## src/rtl/bufcap_pkg.sv

```systemverilog
package bufcap_pkg;

    // Transition select encoding
    typedef enum logic [1:0] {
        EDGE_OFF  = 2'b00,
        EDGE_RISE = 2'b01,
        EDGE_FALL = 2'b10,
        EDGE_BOTH = 2'b11
    } edge_sel_e;

    localparam int unsigned DEF_TIMER_W = 16;
    localparam int unsigned DEF_ACC_W   = 8;
    localparam int unsigned DEF_SYNC    = 2;

endpackage

```

## src/rtl/bufcap_edge_det.sv

```systemverilog
module bufcap_edge_det
    import bufcap_pkg::*;
#(
    parameter int unsigned SYNC_STAGES = DEF_SYNC
) (
    input  logic       clk,
    input  logic       rst_n,
    input  logic       pin_in,
    input  logic [1:0] edge_sel,
    output logic       valid_edge
);

    typedef struct packed {
        logic [SYNC_STAGES-1:0] sync;
        logic                   prev;
    } det_state_t;

    det_state_t st_d, st_q;
    logic       synced;
    logic       rise;
    logic       fall;

    always_comb begin
        st_d      = st_q;
        st_d.sync = {st_q.sync[SYNC_STAGES-2:0], pin_in};
        st_d.prev = st_q.sync[SYNC_STAGES-1];
        synced    = st_q.sync[SYNC_STAGES-1];
        rise      = synced & ~st_q.prev;
        fall      = ~synced & st_q.prev;
        unique case (edge_sel_e'(edge_sel))
            EDGE_RISE: valid_edge = rise;
            EDGE_FALL: valid_edge = fall;
            EDGE_BOTH: valid_edge = rise | fall;
            default:   valid_edge = 1'b0;
        endcase
    end

    always_ff @(posedge clk or negedge rst_n) begin
        if (!rst_n) begin
            st_q <= '0;
        end else begin
            st_q <= st_d;
        end
    end

endmodule

```

## src/rtl/bufcap_accum.sv

```systemverilog
module bufcap_accum #(
    parameter int unsigned ACC_W = bufcap_pkg::DEF_ACC_W
) (
    input  logic             clk,
    input  logic             rst_n,
    input  logic             count_evt,
    input  logic             latch_evt,
    output logic [ACC_W-1:0] acc,
    output logic [ACC_W-1:0] acc_hold
);

    localparam logic [ACC_W-1:0] ACC_MAX = {ACC_W{1'b1}};
    localparam logic [ACC_W-1:0] ACC_ONE = {{(ACC_W-1){1'b0}}, 1'b1};

    typedef struct packed {
        logic [ACC_W-1:0] cnt;
        logic [ACC_W-1:0] hold;
    } acc_state_t;

    acc_state_t st_d, st_q;

    always_comb begin
        st_d = st_q;
        if (latch_evt) begin
            st_d.hold = st_q.cnt;
            st_d.cnt  = count_evt ? ACC_ONE : '0;
        end else if (count_evt && (st_q.cnt != ACC_MAX)) begin
            st_d.cnt = st_q.cnt + ACC_ONE;
        end
    end

    always_ff @(posedge clk or negedge rst_n) begin
        if (!rst_n) begin
            st_q <= '0;
        end else begin
            st_q <= st_d;
        end
    end

    assign acc      = st_q.cnt;
    assign acc_hold = st_q.hold;

endmodule

```

## src/rtl/bufcap_capture.sv

```systemverilog
module bufcap_capture #(
    parameter int unsigned TIMER_W = bufcap_pkg::DEF_TIMER_W
) (
    input  logic               clk,
    input  logic               rst_n,
    input  logic [TIMER_W-1:0] timer_val,
    input  logic               cap_evt,
    input  logic               shift_evt,
    input  logic               latch_evt,
    output logic [TIMER_W-1:0] cap,
    output logic [TIMER_W-1:0] hold
);

    typedef struct packed {
        logic [TIMER_W-1:0] cap;
        logic [TIMER_W-1:0] hold;
    } cap_state_t;

    cap_state_t st_d, st_q;

    always_comb begin
        st_d = st_q;
        if (cap_evt) begin
            st_d.cap = timer_val;
        end
        if (latch_evt || shift_evt) begin
            st_d.hold = st_q.cap;
        end
    end

    always_ff @(posedge clk or negedge rst_n) begin
        if (!rst_n) begin
            st_q <= '0;
        end else begin
            st_q <= st_d;
        end
    end

    assign cap  = st_q.cap;
    assign hold = st_q.hold;

endmodule

```

## src/rtl/bufcap_channel.sv

```systemverilog
module bufcap_channel
    import bufcap_pkg::*;
#(
    parameter int unsigned TIMER_W     = DEF_TIMER_W,
    parameter int unsigned ACC_W       = DEF_ACC_W,
    parameter int unsigned SYNC_STAGES = DEF_SYNC
) (
    input  logic               clk,
    input  logic               rst_n,
    input  logic [TIMER_W-1:0] timer_val,
    input  logic               pin_in,
    input  logic [1:0]         edge_sel,
    input  logic               latch_mode,
    input  logic               mdc_zero,
    input  logic               mdc_wzero,
    input  logic               flag_clr,
    output logic [TIMER_W-1:0] cap_val,
    output logic [TIMER_W-1:0] hold_val,
    output logic [ACC_W-1:0]   pacc_val,
    output logic [ACC_W-1:0]   pacc_hold,
    output logic               cap_flag
);

    typedef struct packed {
        logic flag;
    } top_state_t;

    top_state_t st_d, st_q;
    logic       valid_edge;
    logic       latch_evt;
    logic       shift_evt;

    bufcap_edge_det #(
        .SYNC_STAGES (SYNC_STAGES)
    ) u_edge (
        .clk        (clk),
        .rst_n      (rst_n),
        .pin_in     (pin_in),
        .edge_sel   (edge_sel),
        .valid_edge (valid_edge)
    );

    // Latch events only exist in latch mode; queue mode shifts per edge.
    always_comb begin
        latch_evt = latch_mode & (mdc_zero | mdc_wzero);
        shift_evt = valid_edge & ~latch_mode;
        st_d      = st_q;
        if (valid_edge) begin
            st_d.flag = 1'b1;
        end else if (flag_clr) begin
            st_d.flag = 1'b0;
        end
    end

    always_ff @(posedge clk or negedge rst_n) begin
        if (!rst_n) begin
            st_q <= '0;
        end else begin
            st_q <= st_d;
        end
    end

    bufcap_capture #(
        .TIMER_W (TIMER_W)
    ) u_cap (
        .clk       (clk),
        .rst_n     (rst_n),
        .timer_val (timer_val),
        .cap_evt   (valid_edge),
        .shift_evt (shift_evt),
        .latch_evt (latch_evt),
        .cap       (cap_val),
        .hold      (hold_val)
    );

    bufcap_accum #(
        .ACC_W (ACC_W)
    ) u_acc (
        .clk       (clk),
        .rst_n     (rst_n),
        .count_evt (valid_edge),
        .latch_evt (latch_evt),
        .acc       (pacc_val),
        .acc_hold  (pacc_hold)
    );

    assign cap_flag = st_q.flag;

endmodule

```

## config.mk

```make
export PLATFORM = sky130hd
export DESIGN_NAME = bufcap_channel
export DESIGN_NICKNAME = d
export VERILOG_FILES = /design/src/rtl/bufcap_pkg.sv /design/src/rtl/bufcap_edge_det.sv /design/src/rtl/bufcap_accum.sv /design/src/rtl/bufcap_capture.sv /design/src/rtl/bufcap_channel.sv
export SDC_FILE = /design/constraint.sdc
export NUM_CORES = 1
export LEC_CHECK = 0
export CAP_MARGIN = 20
export CORE_ASPECT_RATIO = 2
export CORE_MARGIN = 1
export CORE_UTILIZATION = 48
export DETAILED_ROUTE_END_ITERATION = 10
export PLACE_DENSITY = 0.9
export SLEW_MARGIN = 20
export SYNTH_ARGS = -nofsm -noshare
export SYNTH_HDL_FRONTEND = slang
export SYNTH_SLANG_ARGS = --single-unit
```

## constraint.sdc

```tcl
create_clock -name clk -period 3.4 [get_ports clk]
set_input_delay 0.68 -clock clk [delete_from_list [all_inputs] [get_ports clk]]
set_output_delay 0.68 -clock clk [all_outputs]
set_load 0.1 [all_outputs]
```

# == Yosys cells after proc, flatten, opt, wreduce, memory -nomap -nowiden ==
# Cells that the tools add are included.
# totals
ff_bits,52
latch_bits,0
ram_bits,0
rom_bits,0
inputBits,25
out_inout_bits,49
word_cells,31
memories,0
# classes
addsub,1
multipliers,0
div_mod_pow,0
order_cmp,0
eq_ne,4
shifts,0
muxes,6
bitwise,9
reduce_logical,4
# op_table
operator,count
8-bit 2-to-1 mux,2
"8-bit by 1-bit adder with 8-bit output, second input constant",1
"8-bit != test, second input constant",1
1-bit bitwise AND,4
"2-bit == test, second input constant",2
2-bit nonzero test,2
1-bit 2-to-1 mux,3
1-bit NOT,3
1-bit case mux with 3 select lines,1
"2-bit by 1-bit == test with 1-bit output, second input constant",1
1-bit bitwise OR,2
1-bit logical AND,1
1-bit logical OR,1

# == Longest topological paths before layout ==
# Gate-level depths: netlist (run 1).
# depth
ltp_word,7
ltp_mapped,9
ltp_nobuf,7

# == By module ==
# A second synthesis (run 1) with hierarchy kept.
# hier_totals
cells_unflattened,149
hier_area_um2,2227.1
# modules_own_cells
mod,instances,cells_per_inst,area_per_inst_um2,seq_area_each_um2
bufcap_capture,1,68,1252.5,800.8
bufcap_accum,1,64,790.8,400.4
bufcap_edge_det,1,12,133.9,75.1
bufcap_channel,1,5,50.0,25.0

# == Worst setup path after synthesis (run 1) ==
# OpenSTA, ideal clock, no wires.
# synth_path
path_kind,flip-flop to flip-flop
from,register u_acc.st_q (netlist bit u_acc.acc[0])
to,register u_acc.st_q (netlist bit u_acc.acc[5])
setup_ns,0.078
arrival_ns,2.042
required_time_ns,3.322
setup_slack_ns,1.280
stages_incl_launch_ff,5
n_path_buf,0
synth_period_minus_slack_ns,2.120
cell_sequence,dfrtp_1 -> and3_1 -> nand3_1 -> or4_1 -> a21oi_1
# synth_via
elab_chain_cells,3
elab_cells_between_ends,6
classes_between,1 x add/sub; 1 x eq/ne; 2 x mux; 2 x reduce/logical
# synth_rtl
item,line,rtl
start: declaration,bufcap_accum.sv:20,"acc_state_t st_d, st_q;"
start signal: assignment,bufcap_accum.sv:36,st_q <= st_d;
8-bit by 1-bit adder with 8-bit output / 8-bit != test (equally long branches),"bufcap_accum.sv:28, bufcap_accum.sv:27",
8-bit 2-to-1 mux / 1-bit logical AND (equally long branches),bufcap_accum.sv:27,end else if (count_evt && (st_q.cnt != ACC_MAX)) begin
8-bit 2-to-1 mux / 2-bit nonzero test (equally long branches),--,
# Several ways; a longest one is shown, not always the timed one. The select of a mux whose other input is x is not followed.
# A chain may end at the register's enable or synchronous reset.

# == Worst setup path in the final report (run 1) ==
# layout_path
from,register u_cap.st_q (netlist bit u_cap.cap[5])
to,output cap_val[5]
# layout_lines
item,line,rtl
start: declaration,bufcap_capture.sv:19,"cap_state_t st_d, st_q;"
start signal: assignment,bufcap_capture.sv:35,st_q <= st_d;
end: declaration,bufcap_channel.sv:17,"output logic [TIMER_W-1:0] cap_val,"
# No word-level cell between the ends.

==> results.md, run 1 <==
- Status: finished, final reports clean
- CTS root buf: clkbuf_8
- PD cells: a little over 800 nW/um2
- Synth Instances: 200
- Reg2reg setup slack: around 1.2 ns
- Routed Antenna Nets: 0
- Max VDD drop: ~0.5 mV
- Initial core utilization: about half
- Worst slew margin: 34.4%
- Area Overhead vs Synth: 38.5%
- Worst Path Buf+Inv: 1
- Maximum fanout along the worst path: 3
- Setup violations, final: 0
- Layout net count: around 300
- Via/cell ratio: 5.40
- CTS buffer count: 5
- PortBufs: 73
- Largest net degree at the start of global routing: 53
- Hold EP: u_edge.st_d[0]
- Max_cap viols: 0
- Critical path launch point type: flip-flop
- RSZ-0062 raised after global routing: no
- First-pass GRT wire length: 8150 um
- Hold path cells: 0
- Num rows: 34
- Synthesis-stage register bit count: 52
- Ys Warns: 0
- CP Data Arrival Time: between 1.5 and 2 ns
- Crit path cell chain: clkdlybuf4s50_1
- Reg-to-reg endpoint: u_cap.hold[10]
- Vias in the first global route: between 1500 and 2000
- Slew of the pin with the lowest slew margin: a little under 1 ns
- Post-synthesis cell type count: 34
- Final Hold Violating Endpoints: 0
- Final Util: between 60% and 70%
- DRT Pass-1 Iters: 4
- Min Tclk post-route: 2.50 ns
- Worst hold path type: flip-flop to flip-flop
- Cell Area, Synth: 2140 um2
- Period Utilization, post-route: about 74%
- WP data required: ~2.7 ns
- Clock sinks: 52
- Setup tns final: 0 ns
- CTS H-tree depth: 2
- WL per Instance: roughly 16 um
- Vias after detailed routing: 1772
- Avg Synthesized Cell Area: between 10 and 15 um2
- Final total power: approximately 0.0024 W
- Grt ovf: 0
- All-Layer GR Usage: 23.3%
- Clk_skew: 0.00466 ns
- Max Freq: 0.399 GHz
- Residual DRC: 0
- EDFF count, synth: 0
- CP Depth: 1
- Maximum clock path buffer count: 2
- Asr flop ratio synth: 100%
- Setup crit end kind: output pin
- Clk_lat worst skew: roughly 0.3 ns
- Hold_buf cts: 0
- Global placement routability congestion: approximately 0.8
- Cell count of the worst reg-to-reg path: 6
- Initial antenna violation count: 0
- Die area: 4740 um2
- Seq/Total Area, Yosys: 60.9%
- Share of layout cells above drive strength 1: approximately 15%
- Critical path's slowest cell: clkdlybuf4s50_1
- Pleak: 1.45 nW
- Synth Flop Type: dfrtp_1
- Slowest stage delay, CP: roughly 1.2 ns
- Design Area, Final: around 3000 um2
- WL final: just over 5000 um
- Clock-pin slew on the worst setup and hold paths: 0.08 ns
- DIE HEIGHT: ~96 um
- Post-DP HPWL: between 3000 and 4000 um
- Worst path top cell family by delay: buffers and inverters
- R2r startpoint: u_edge.st_d[0]
- N_diodes: 0
- Hold Startpoint: u_edge.st_d[2]
- Initial DRC Count: 68
- Ports: 74
- Post-DP Area: approximately 2800 um2
- TritonCTS clock tree: built
- Setup bufs post-CTS: 0
- Die width: 49.2 um
- Setup CP Type: flip-flop to output pin
- CORE AREA: 4300 um2
- Post-synth net total: around 230
- # resized after CTS: 0
- Max Slew Vio Count: 0
-- cell families after synthesis --
logic type	after synthesis	share of synthesized area (%)
xor+xnor	1	0.410
buf+inv	11	2.69
flops	52	60.9
simple gates	95	18.8
mux	16	8.43
compound gates	22	7.08
fa+ha+maj	3	1.76
-- synth_stat cells, drive strengths merged (3+ instances only) --
| master | count | area (um2) |
|---|---|---|
| nand2 | 77 | 289 |
| ha | 3 | 37.5 |
| o21ai | 7 | 50.1 |
| a21oi | 7 | 35.0 |
| clkbuf | 5 | 18.8 |
| buf | 3 | 27.5 |
| inv | 3 | 11.3 |
| nor2 | 5 | 18.8 |
| mux2 | 16 | 180 |
| dfrtp | 52 | 1300 |
-- sequential cells by signal (all words and copies together), names as in the netlist --
signal / cells
u_acc.acc: 8
u_cap.cap: 16
u_edge.st_q: 1
u_cap.hold: 16
cap_flag: 1
u_acc.acc_hold: 8
u_edge.st_d: 2
-- stage by stage --
| stage | hold slack [ns] | instances | worst slack (ns) |
|---|---|---|---|
| after global routing | 0.376 | 328 | 0.846 |
| final | 0.358 | 328 | 0.896 |
| after CTS | 0.364 | 328 | 0.884 |
| after global placement | 0.337 | 320 | 0.802 |
| after floorplan | 0.331 | 200 | 1.28 |
| after detailed placement | 0.337 | 320 | 0.742 |
-- power by group --
part / switching, W / leakage, nW / internal [W]
combinational: 0.000908 / 0.722 / 0.000236
clock: 0.000191 / 0.0645 / 0.000260
sequential: 0.0000729 / 0.664 / 0.000722
-- cell type report --
| cell class | count | area [um2] |
|---|---|---|
| repair buffers | 74 | 676 |
| flip-flops and latches | 52 | 1300 |
| fillers | 328 | 1340 |
| well taps | 54 | 67.6 |
| inverters | 3 | 11.3 |
| clock inverters | 1 | 30.0 |
| clock buffers | 7 | 96.3 |
| multi-input cells | 137 | 779 |
-- worst max path at each step --
| stage | startpoint | end | slack, ns |
|---|---|---|---|
| detailed placement | edge_sel[0] | u_cap.hold[1] | 0.74 |
| global route | u_cap.cap[13] | cap_val[13] | 0.85 |
| CTS | u_cap.cap[3] | cap_val[3] | 0.88 |
| floorplan | u_acc.acc[0] | u_acc.acc[5] | 1.28 |
| global placement | edge_sel[0] | u_cap.hold[1] | 0.80 |
| finish | u_cap.cap[5] | cap_val[5] | 0.90 |
-- per-layer routing --
layer	up-vias	share of wire, %	GRT usage, %
met1	865	36	24.2
li1	806	-	-
met2	80	56	43.4
met3	21	3.4	3.29
met4	0	4.7	14.0
met5	-	0	0
-- cells in the final DEF, fill, tap and decap left out, types with 2 or more instances in the layout --
cell,instances
nand2_1,77
dfrtp_1,52
clkdlybuf4s50_1,48
buf_4,26
mux2_1,15
a21oi_1,7
clkbuf_8,7
nor2_1,5
o21ai_0,4
inv_1,3
ha_1,3
nand3_1,2
nand4_1,2
a31o_2,2
Note: power is estimated with default switching activity, not from simulation.
==> inputs of run 2 (changes only) <==
- CORE_UTILIZATION: 48 -> 40
- PLACE_DENSITY: 0.9 -> 0.81
- clock period: 3.4 -> 2.1 ns (I/O delays scaled with it)
==> run 2 against run 1 <==
- clock skew rose by 0.0048 ns
- final area fell by 0.13%
- flip-flop and latch count did not move
- die area rose by 19%
- power rose by 54%
- clock-buffer cell count fell by 2
- cell count rose by 4.0%
- non-clock buffer count rose by 9
- wire length fell by 4.1%
- via count fell by 2.6%
- critical path type is now flip-flop to flip-flop
- largest cell class unchanged
- highest routed layer unchanged
==> results.md, run 2 (same netlist as run 1, synthesis figures left out) <==
- Clock-pin slew on the worst setup and hold paths: 0.10 ns (+0.02 ns)
- N_diodes: 0 (unchanged)
- Initial antenna violation count: 0 (unchanged)
- Setup bufs post-CTS: 0 (unchanged)
- Critical path launch point type: flip-flop
- # fillers: 453 (+38%)
- Via/cell ratio: 5.06 (-6.3%)
- Post-Place Setup Slack: -0.00911 ns (-0.752 ns)
- WP data required: 2.29 ns (-0.43 ns)
- Pleak: 1.52 nW (+4.6%)
- DIE HEIGHT: 105 um (+9.3%)
- Clk_skew: 0.00950 ns (+0.00484 ns)
- Max Freq: 0.548 GHz
- Setup CP Type: flip-flop to flip-flop
- Global placement routability congestion: 0.882 (+7.4%)
- CTS buffer count: 5 (unchanged)
- Area Overhead vs Synth: 38.3%
- Clk_lat worst skew: 0.30 ns (about the same)
- CP Launch Point: u_edge.st_q[0]
- All-Layer GR Usage: 19.3% (-4.0 points)
- PortBufs: 73 (unchanged)
- CP Data Arrival Time: 2.01 ns (+0.19 ns)
- # resized after CTS: 0 (unchanged)
- Cell count of the worst reg-to-reg path: 8 (+2)
- Storage element area: 1300 um2 (+0.19%)
- Reg2reg setup slack: 0.27 ns (-0.96 ns)
- Cells after DPL: 333 (+4.1%)
- Max VDD drop: 0.794 mV (+59%)
- Max_cap viols: 0 (unchanged)
- Min Tclk post-route: approximately 1.8 ns
- Num rows: 37 (+8.8%)
- Commonest non-fill, non-tap cell in the layout: nand2_1
- Initial core utilization: 41.6% (-8.2 points)
- CORE AREA: 5140 um2 (+20%)
- RSZ-0062 raised after global routing: no
- PD cells: 1240 nW/um2 (+54%)
- Largest net degree at the start of global routing: 34 (-36%)
- Worst hold margin: 0.0522 ns (-0.306 ns)
- Residual DRC: 0 (unchanged)
- Hold_buf cts: 0 (unchanged)
- Post-DP Area: 2870 um2 (+1.3%)
- Worst Setup EP: u_cap.hold[2]
- Worst hold path type: primary input to asynchronous set/reset pin
- CTS H-tree depth: 2 (unchanged)
- Vias after detailed routing: 1726 (-2.6%)
- Design Area, Final: 2960 um2 (-0.13%)
- R2r startpoint: u_edge.st_q[0]
- Die width: 53.7 um (+9.2%)
- WL final: 4920 um (-4.1%)
- Clock sinks: 52 (unchanged)
- Final WS setup: 0.275 ns (-0.621 ns)
- TritonCTS clock tree: built
- Slew of the pin with the lowest slew margin: 0.472 ns (-0.509 ns)
- Max Slew Vio Count: 0 (unchanged)
- WL per Instance: 14.4 um (-7.7%)
- Period Utilization, post-route: about 87%
- First-pass GRT wire length: 7890 um (-3.1%)
- Initial DRC Count: 55 (-19%)
- Maximum fanout along the worst path: 16 (+13)
- Ports: 74 (unchanged)
- Footprint of the multi-input gates: 779 um2 (unchanged)
- Grt ovf: 0 (unchanged)
- Vias in the first global route: 1686 (-4.7%)
- Layout net count: 310 (+3.0%)
- Final Hold Violating Endpoints: 0 (unchanged)
- Share of layout cells above drive strength 1: 27.2% (+12 points)
- Worst slew margin: 68.5% (+34 points)
- Setup crit end kind: flip-flop
- DRT Pass-1 Iters: 6 (+2)
- Post-DP HPWL: 3760 um (+4.1%)
- Maximum clock path buffer count: 2 (unchanged)
- Most frequent cells in the layout: nand2_1, buf_4, dfrtp_1
- Reg-to-reg endpoint: u_cap.hold[2]
- Die area: 5660 um2 (+19%)
- Layout Cells excl Fill: 341 (+4.0%)
- Setup tns final: 0 ns (unchanged)
- Status: finished, final reports clean
- CTS root buf: clkbuf_8
- Routed Antenna Nets: 0 (unchanged)
- Setup violations, final: 0 (unchanged)
## run 2: cell count changes in the layout (fill, tap and decap cells not counted), sizes merged
cell           change
buf               +34
clkbuf             -2
bufinv             -1
clkdlybuf4s50     -25
clkinv             +3
## run 2: final cells by class
type                    instances  share of cell area [%]
repair buffers                 83                    23.8
flip-flops and latches         52                    44.1
multi-input cells             137                    26.4
clock inverters                 3                   0.635
inverters                       3                   0.381
well taps                      58                    2.45
clock buffers                   5                    2.33
## run 2: worst min-delay path by stage
stage          slack (ns)  depth (start not counted)        endpoint      startpoint
3_3_place_gp         0.34                          0  u_edge.st_d[0]  u_edge.st_d[2]
6_report             0.05                          1    u_cap.cap[3]           rst_n
5_1_grt              0.07                          1    u_cap.cap[3]           rst_n
2_1_floorplan        0.12                          0        cap_flag           rst_n
4_1_cts              0.06                          1    u_cap.cap[3]           rst_n
3_5_place_dp         0.34                          0  u_edge.st_d[0]  u_edge.st_d[2]
## run 2: through the flow
step                      power (W)  util [%]
after detailed placement    0.00316      55.9
after global placement      0.00313      55.9
after CTS                   0.00371      57.6
after global routing        0.00382      57.6
after floorplan             0.00270         -
final                       0.00368      57.6
## run 2: report_power, final
part	internal [W]	switching, W	total [W]
Sequential	0.00117	0.000121	0.00129
Clock	0.000233	0.000321	0.000553
Combinational	0.000367	0.00147	0.00183
## run 2: critical path: stages (launching register included)
cell	delay, ns
dfrtp_1	0.36
inv_1	0.05
ha_1	0.32
nor2b_4	0.12
o21ai_2	0.07
and2_4	0.16
o21ai_4	0.14
buf_12	0.17
mux2_1	0.33
## run 2: per-layer routing
metal | track usage [%] | part of all wire [%] | up-vias | wire, um
met5 | 0 | 0 | - | 0
met4 | 8.46 | 2.6 | 0 | 128
met3 | 3.61 | 3.8 | 9 | 187
met2 | 33.7 | 56 | 50 | 2760
met1 | 21.1 | 37 | 845 | 1840
li1 | - | - | 822 | -
==> inputs of run 3 (changes only) <==
- SKIP_LAST_GASP: not set -> 1
==> results of run 3 <==
The final DEF is identical to that of run 2; final timing and power are the same.
